### src/rtl/bus64_ext_pkg.sv
package bus64_ext_pkg;
  typedef enum logic [1:0] {
    HS_IDLE    = 2'd0,
    HS_DRIVE   = 2'd1,
    HS_RELEASE = 2'd2
  } hs_state_e;

  localparam int unsigned HS_COUNT = 2;
  localparam int unsigned HS_REQ   = 0;
  localparam int unsigned HS_ACK   = 1;
endpackage

### src/rtl/bus64_parity_gen.sv
module bus64_parity_gen #(
  parameter int unsigned AD_W  = 32,
  parameter int unsigned CBE_W = 4
) (
  input  logic             clk,
  input  logic             rst_n,
  input  logic [AD_W-1:0]  lanes_ad,
  input  logic [CBE_W-1:0] lanes_cbe,
  input  logic             lanes_oe,
  output logic             par_q,
  output logic             par_oe_q
);
  logic par_d;

  always_comb begin
    par_d = ^{lanes_ad, lanes_cbe};
  end

  always_ff @(posedge clk or negedge rst_n) begin
    if (!rst_n) begin
      par_q    <= 1'b0;
      par_oe_q <= 1'b0;
    end else begin
      par_q    <= par_d;
      par_oe_q <= lanes_oe;
    end
  end

  assert_oe_trails_R2: assert property (@(posedge clk) disable iff (!rst_n)
    $past(rst_n) |-> (par_oe_q == $past(lanes_oe)));
endmodule

### src/rtl/bus64_parity_chk.sv
module bus64_parity_chk #(
  parameter int unsigned AD_W  = 32,
  parameter int unsigned CBE_W = 4
) (
  input  logic             clk,
  input  logic             rst_n,
  input  logic             chk_en,
  input  logic [AD_W-1:0]  rx_ad,
  input  logic [CBE_W-1:0] rx_cbe,
  input  logic             rx_par,
  output logic             perr_q
);
  logic en_q;
  logic calc_q;
  logic calc_d;
  logic perr_d;

  always_comb begin
    calc_d = ^{rx_ad, rx_cbe};
    perr_d = en_q & (calc_q ^ rx_par);
  end

  always_ff @(posedge clk or negedge rst_n) begin
    if (!rst_n) begin
      en_q   <= 1'b0;
      calc_q <= 1'b0;
      perr_q <= 1'b0;
    end else begin
      en_q   <= chk_en;
      calc_q <= calc_d;
      perr_q <= perr_d;
    end
  end

  assert_perr_has_phase_R9: assert property (@(posedge clk) disable iff (!rst_n)
    ($past(rst_n) && perr_q) |-> $past(en_q));
endmodule

### src/rtl/bus64_handshake.sv
module bus64_handshake
  import bus64_ext_pkg::*;
(
  input  logic clk,
  input  logic rst_n,
  input  logic want,
  output logic line_n,
  output logic line_oe
);
  hs_state_e state_q;
  hs_state_e state_d;

  always_comb begin
    state_d = state_q;
    if (want) begin
      state_d = HS_DRIVE;
    end else if (state_q == HS_DRIVE) begin
      state_d = HS_RELEASE;
    end else begin
      state_d = HS_IDLE;
    end
  end

  always_ff @(posedge clk or negedge rst_n) begin
    if (!rst_n) begin
      state_q <= HS_IDLE;
    end else begin
      state_q <= state_d;
    end
  end

  always_comb begin
    line_oe = (state_q != HS_IDLE);
    line_n  = (state_q != HS_DRIVE);
  end

  assert_release_single_R6: assert property (@(posedge clk) disable iff (!rst_n)
    (line_oe && line_n) |=> (!line_oe || !line_n));
endmodule

### src/rtl/bus64_ext_ctrl.sv
module bus64_ext_ctrl
  import bus64_ext_pkg::*;
#(
  parameter int unsigned AD_W  = 32,
  parameter int unsigned CBE_W = 4
) (
  input  logic             clk,
  input  logic             rst_n,
  input  logic             req64_n_in,
  input  logic             ack64_n_in,
  input  logic             drv_en,
  input  logic [AD_W-1:0]  drv_ad,
  input  logic [CBE_W-1:0] drv_cbe,
  output logic [AD_W-1:0]  ad_hi_out,
  output logic [CBE_W-1:0] cbe_hi_out,
  output logic             ad_hi_oe,
  output logic             par64_out,
  output logic             par64_oe,
  input  logic [AD_W-1:0]  ad_hi_in,
  input  logic [CBE_W-1:0] cbe_hi_in,
  input  logic             par64_in,
  input  logic             rx_valid,
  input  logic             rx_addr_phase,
  output logic             perr,
  input  logic             req_want,
  input  logic             ack_want,
  output logic             req64_n_out,
  output logic             req64_oe,
  output logic             ack64_n_out,
  output logic             ack64_oe
);
  // Width strap: loaded every clock while reset is held, frozen afterwards.
  logic wide_q;
  logic strap_ce;
  logic chk_en;
  logic [HS_COUNT-1:0] hs_want;
  logic [HS_COUNT-1:0] hs_n;
  logic [HS_COUNT-1:0] hs_oe;

  always_comb begin
    strap_ce = !rst_n;
  end

  always_ff @(posedge clk) begin
    if (strap_ce) begin
      wide_q <= !req64_n_in;
    end
  end

  // Lane drive: pass through in wide mode, park at zero otherwise.
  always_comb begin
    if (wide_q) begin
      ad_hi_out  = drv_ad;
      cbe_hi_out = drv_cbe;
      ad_hi_oe   = rst_n & drv_en;
    end else begin
      ad_hi_out  = '0;
      cbe_hi_out = '0;
      ad_hi_oe   = rst_n;
    end
  end

  bus64_parity_gen #(.AD_W(AD_W), .CBE_W(CBE_W)) u_gen (
    .clk      (clk),
    .rst_n    (rst_n),
    .lanes_ad (ad_hi_out),
    .lanes_cbe(cbe_hi_out),
    .lanes_oe (ad_hi_oe),
    .par_q    (par64_out),
    .par_oe_q (par64_oe)
  );

  // Receive qualification: address phases need the request, data phases both.
  always_comb begin
    chk_en = wide_q & rx_valid & !req64_n_in & (rx_addr_phase | !ack64_n_in);
  end

  bus64_parity_chk #(.AD_W(AD_W), .CBE_W(CBE_W)) u_chk (
    .clk   (clk),
    .rst_n (rst_n),
    .chk_en(chk_en),
    .rx_ad (ad_hi_in),
    .rx_cbe(cbe_hi_in),
    .rx_par(par64_in),
    .perr_q(perr)
  );

  always_comb begin
    hs_want[HS_REQ] = wide_q & req_want;
    hs_want[HS_ACK] = wide_q & ack_want & !req64_n_in;
  end

  for (genvar g = 0; g < HS_COUNT; g++) begin : g_hs
    bus64_handshake u_hs (
      .clk    (clk),
      .rst_n  (rst_n),
      .want   (hs_want[g]),
      .line_n (hs_n[g]),
      .line_oe(hs_oe[g])
    );
  end

  always_comb begin
    req64_n_out = hs_n[HS_REQ];
    req64_oe    = hs_oe[HS_REQ];
    ack64_n_out = hs_n[HS_ACK];
    ack64_oe    = hs_oe[HS_ACK];
  end

  assert_strap_frozen_R4: assert property (@(posedge clk) disable iff (!rst_n)
    $past(rst_n) |-> $stable(wide_q));

  assert_narrow_parked_R3: assert property (@(posedge clk) disable iff (!rst_n)
    !wide_q |-> (ad_hi_oe && (ad_hi_out == '0) && (cbe_hi_out == '0)));

  assert_ack_needs_req_R7: assert property (@(posedge clk) disable iff (!rst_n)
    ($past(rst_n) && ack64_oe && !ack64_n_out) |-> !$past(req64_n_in));

  assert_narrow_quiet_R11: assert property (@(posedge clk) disable iff (!rst_n)
    !wide_q |-> (!req64_oe && !ack64_oe && !perr));
endmodule

### config.mk
export PLATFORM = sky130hd
export DESIGN_NAME = bus64_ext_ctrl
export DESIGN_NICKNAME = d
export VERILOG_FILES = /design/src/rtl/bus64_ext_pkg.sv /design/src/rtl/bus64_parity_gen.sv /design/src/rtl/bus64_parity_chk.sv /design/src/rtl/bus64_handshake.sv /design/src/rtl/bus64_ext_ctrl.sv
export SDC_FILE = /design/constraint.sdc
export NUM_CORES = 1
export LEC_CHECK = 0
export BUFFER_PORTS_ARGS = -buffer_cell sky130_fd_sc_hd__buf_2
export CAP_MARGIN = 40
export CORE_ASPECT_RATIO = 0.5
export CORE_MARGIN = 2
export CORE_UTILIZATION = 36
export CTS_CLUSTER_SIZE = 40
export DETAILED_ROUTE_END_ITERATION = 10
export HOLD_SLACK_MARGIN = 0.05
export PLACE_DENSITY_LB_ADDON = 0.05
export SETUP_SLACK_MARGIN = 0.2
export SYNTH_ARGS = -nofsm -noshare
export SYNTH_HDL_FRONTEND = slang
export SYNTH_SLANG_ARGS = --single-unit
### constraint.sdc
create_clock -name clk -period 1.2 [get_ports clk]
set_input_delay 0.12 -clock clk [delete_from_list [all_inputs] [get_ports clk]]
set_output_delay 0.12 -clock clk [all_outputs]
set_load 0.02 [all_outputs]
==> impl_summary.log <==
INFO  metric fmax = ~750 MHz
INFO  metric data_arrival_at_the_endpoint_of_the_critical_path = around 1200 ps
INFO  metric finalWorstSetupSlack = -132.2 ps
INFO  metric seq_area_frac_synth = between 20% and 30%
INFO  metric drive_gt1_share = 60.00%
INFO  metric class_of_the_worst_hold_path = primary input to flip-flop
INFO  metric gr-usage-all-layers = around 16%
INFO  metric cellLeakagePower = roughly 1.3 nW
INFO  metric cts_buffer_depth = 2
INFO  metric start_util = between 30% and 40%
INFO  metric synth_nets = between 200 and 250
INFO  metric routed_via_density = 4.279
INFO  metric filler_cell_count = 224
INFO  metric netlist_instances = 135
INFO  metric rows = 14
INFO  metric timing.rr.end = u_gen.par_q
INFO  metric vias = between 1000 and 1500
INFO  metric number_of_stages_on_the_worst_hold_path = 2
INFO  metric diodes = 0
INFO  metric drcViolationCount = 0
INFO  metric timing.hold.worst.start = rx_valid
INFO  metric critical_path_maximum_fanout = 26
INFO  metric timing.final.crit_period = approximately 1300 ps
INFO  metric maxSlewHeadroom = between 80 and 90%
INFO  metric violated_checks = negative setup slack
INFO  metric crit-reg2reg-launch = wide_q
INFO  metric cp_cell_sequence = buf_12, and2_1, buf_2
INFO  metric worst_max_slew_pin_slew = ~260 ps
INFO  metric grt_first_pass_wirelength = roughly 4900 µm
INFO  metric place_hpwl = 2595 µm
INFO  metric worstHoldEndpoint = u_chk.en_q
INFO  metric final-setup-viol-count = 37
INFO  metric syn-cell-area = 0.001237 mm²
INFO  metric outcome = complete, but fails checks
INFO  metric wl_met2 = 1803 µm
INFO  metric initial_antenna_violation_count = 0
INFO  metric ff2ff_path_depth = 5
INFO  metric timing.setup.tns = -4004 ps
INFO  metric largest_vdd_supply_drop = 0.0007033 V
INFO  metric core_area = roughly 0.0031 mm²
INFO  metric number_of_global_route_vias_before_repair = approximately 1200
INFO  metric final-max-slew-violation-count = 0
INFO  metric critical_path.slowest_cell = sky130_fd_sc_hd__edfxtp_1
INFO  metric cts_htree_levels = 1
INFO  metric ys_ff_latch = 10
INFO  metric fin_crit_sh = 111.0%
INFO  metric die-height = between 40 and 50 µm
INFO  metric cts_tree = done
INFO  metric routedWlPerCell = 10.58 µm
INFO  metric clock_skew = between 1 and 1.5 ps
INFO  metric worstSkewPairLatency = about 230 ps
INFO  metric number_of_buffers_created_by_cts = 3
INFO  metric grt_start_max_net_pins = 27
INFO  metric port-buffer-count = roughly 130
INFO  metric drtIter0Drc = 16
INFO  metric cts.clk_slew.worst_paths = 50 ps
INFO  metric sort_of_element_at_the_start_of_the_critical_path = flip-flop
INFO  metric clock-sinks = 10
INFO  metric areaGrowthSynthToFinish = 96.97%
INFO  metric route.final.wire_length = ~3300 µm
INFO  metric rsz_0062_raised_after_global_routing = yes
INFO  metric wirelength_met1 = roughly 1200 µm
INFO  metric worstSetupPathType = flip-flop to output port
INFO  metric yosys_warning_total = 0
INFO  metric multi_input_area = 0.001116 mm²
INFO  metric grt_overflow = 0
INFO  metric fin_total_pwr = 2.265 mW
INFO  metric routed-wl-met3 = roughly 360 µm
INFO  metric die_area = about 0.0040 mm²
INFO  metric detailedRoute.firstPassIterationCount = 4
INFO  metric register_area = 255.2 µm²
INFO  metric syn-mean-instance-area = about 9.2 µm²
INFO  metric gp_congestion = 0.6777
INFO  metric maxUsedRoutingLayer = met4
INFO  metric reg2reg_slack = 10 ps
INFO  metric crit_path_max_incr_delay = about 470 ps
INFO  metric ratio_of_total_power_to_cell_area = ~930 mW/mm²
INFO  metric max_cap_viol_count = 0
INFO  metric cp-end-kind = output port
INFO  metric detail-route-antenna-nets = 0
INFO  metric final-hold-violation-count = 0
INFO  metric nNetsFinal = approximately 360
INFO  metric dieWidth = ~87 µm
INFO  metric io_pins = 126
INFO  metric worstPathRequired = 1080 ps
INFO  metric cts-root-buf = sky130_fd_sc_hd__clkbuf_8
INFO  metric synth_cell_types = 18
## kinds of logic after synthesis
group | Yosys count | synth area share [%]
buffers and inverters | 8 | 2.426
AOI/OAI and AO/OA | 2 | 1.517
DFF | 10 | 20.63
xor gates and xnor gates | 67 | 51.37
and+or+nand+nor | 47 | 23.26
muxes | 1 | 0.8089
## where the power goes
group	internal [mW]	switching, mW
clock	0.288	0.126
combinational	0.851	0.583
sequential	0.397	0.0206
## cells in the mapped netlist, drive strengths merged
| cell type | n | share of area [%] |
|---|---|---|
| inv | 4 | 1.2 |
| and3 | 1 | 0.51 |
| dfrtp | 9 | 18 |
| nand2 | 1 | 0.30 |
| nand2b | 2 | 1.0 |
| xnor3 | 3 | 5.5 |
| xnor2 | 55 | 40 |
| or2 | 3 | 1.5 |
| o2111a | 1 | 0.91 |
| clkbuf | 4 | 1.2 |
| o21a | 1 | 0.61 |
| xor2 | 9 | 6.4 |
| edfxtp | 1 | 2.4 |
| mux2i | 1 | 0.81 |
| nor2 | 2 | 0.61 |
| and2 | 38 | 19 |
## timing repair
action | in CTS | in global routing
gates resized for setup | 30 | 31
pin swaps | 13 | 14
hold endpoints to repair | 9 | 3
endpoints found under the setup margin | 46 | 49
setup buffers | 5 | 3
hold buffers | 1 | 2
## sequential cells by signal, indices dropped and copies added (netlist names)
signal / count
g_hs.u_hs.state_q: 4
u_chk.calc_q: 1
u_chk.en_q: 1
u_chk.perr_q: 1
u_gen.par_oe_q: 1
u_gen.par_q: 1
wide_q: 1
## per-stage QoR
step | hold WS [ps] | utilization, % | area (µm²) | setup slack, ps | instances
after floorplan | -175.6 | - | 1300 | -11.07 | 135
after global placement | -62.79 | 63.89 | 2003 | -209.7 | 300
after detailed placement | -66.37 | 63.89 | 2003 | -243.0 | 300
after CTS | 119.1 | 71.83 | 2252 | -149.1 | 310
after global routing | 122.6 | 77.73 | 2437 | -189.9 | 315
final | 128.3 | 77.73 | 2437 | -132.2 | 315
## cell type report
class                   instances  area share, %
clock buffers                   4          2.259
inverters                       4         0.7187
multi-input cells             117          45.79
flip-flops and latches         10          10.47
well taps                      40          2.053
repair buffers                140          38.71
## worst max-delay path by stage
stage,end,slack (ps),from
2_1_floorplan,u_chk.calc_q,-10,ad_hi_in[10]
3_3_place_gp,u_gen.par_q,-210,drv_ad[10]
3_5_place_dp,u_gen.par_q,-240,drv_ad[10]
4_1_cts,ad_hi_out[20],-150,wide_q
5_1_grt,ad_hi_out[20],-190,wide_q
6_report,ad_hi_out[21],-130,wide_q
## layer usage
metal,track usage [%],up-vias
met5,0,-
met4,3.750,0
met3,4.710,2
met2,32.82,72
met1,16.16,583
li1,-,691
## layout by cell type (no fill, tap or decap), types with 4 or more instances in the layout
| cell type | Yosys | layout |
|---|---|---|
| sky130_fd_sc_hd__xnor2_1 | 54 | 41 |
| sky130_fd_sc_hd__xor2_1 | 9 | 9 |
| sky130_fd_sc_hd__buf_6 | 0 | 30 |
| sky130_fd_sc_hd__buf_4 | 0 | 9 |
| sky130_fd_sc_hd__dfrtp_1 | 9 | 9 |
| sky130_fd_sc_hd__and2_1 | 37 | 36 |
| sky130_fd_sc_hd__clkbuf_8 | 0 | 4 |
| sky130_fd_sc_hd__buf_2 | 0 | 97 |
| sky130_fd_sc_hd__xnor2_2 | 1 | 11 |
## worst max-delay path, delay by kind of cell (launching register included)
kind / cells / cell delay (ps)
DFF: 1 / 470
and+or+nand+nor: 1 / 140
buffers and inverters: 2 / 360
No activity file was read; power rests on OpenSTA's default activity.
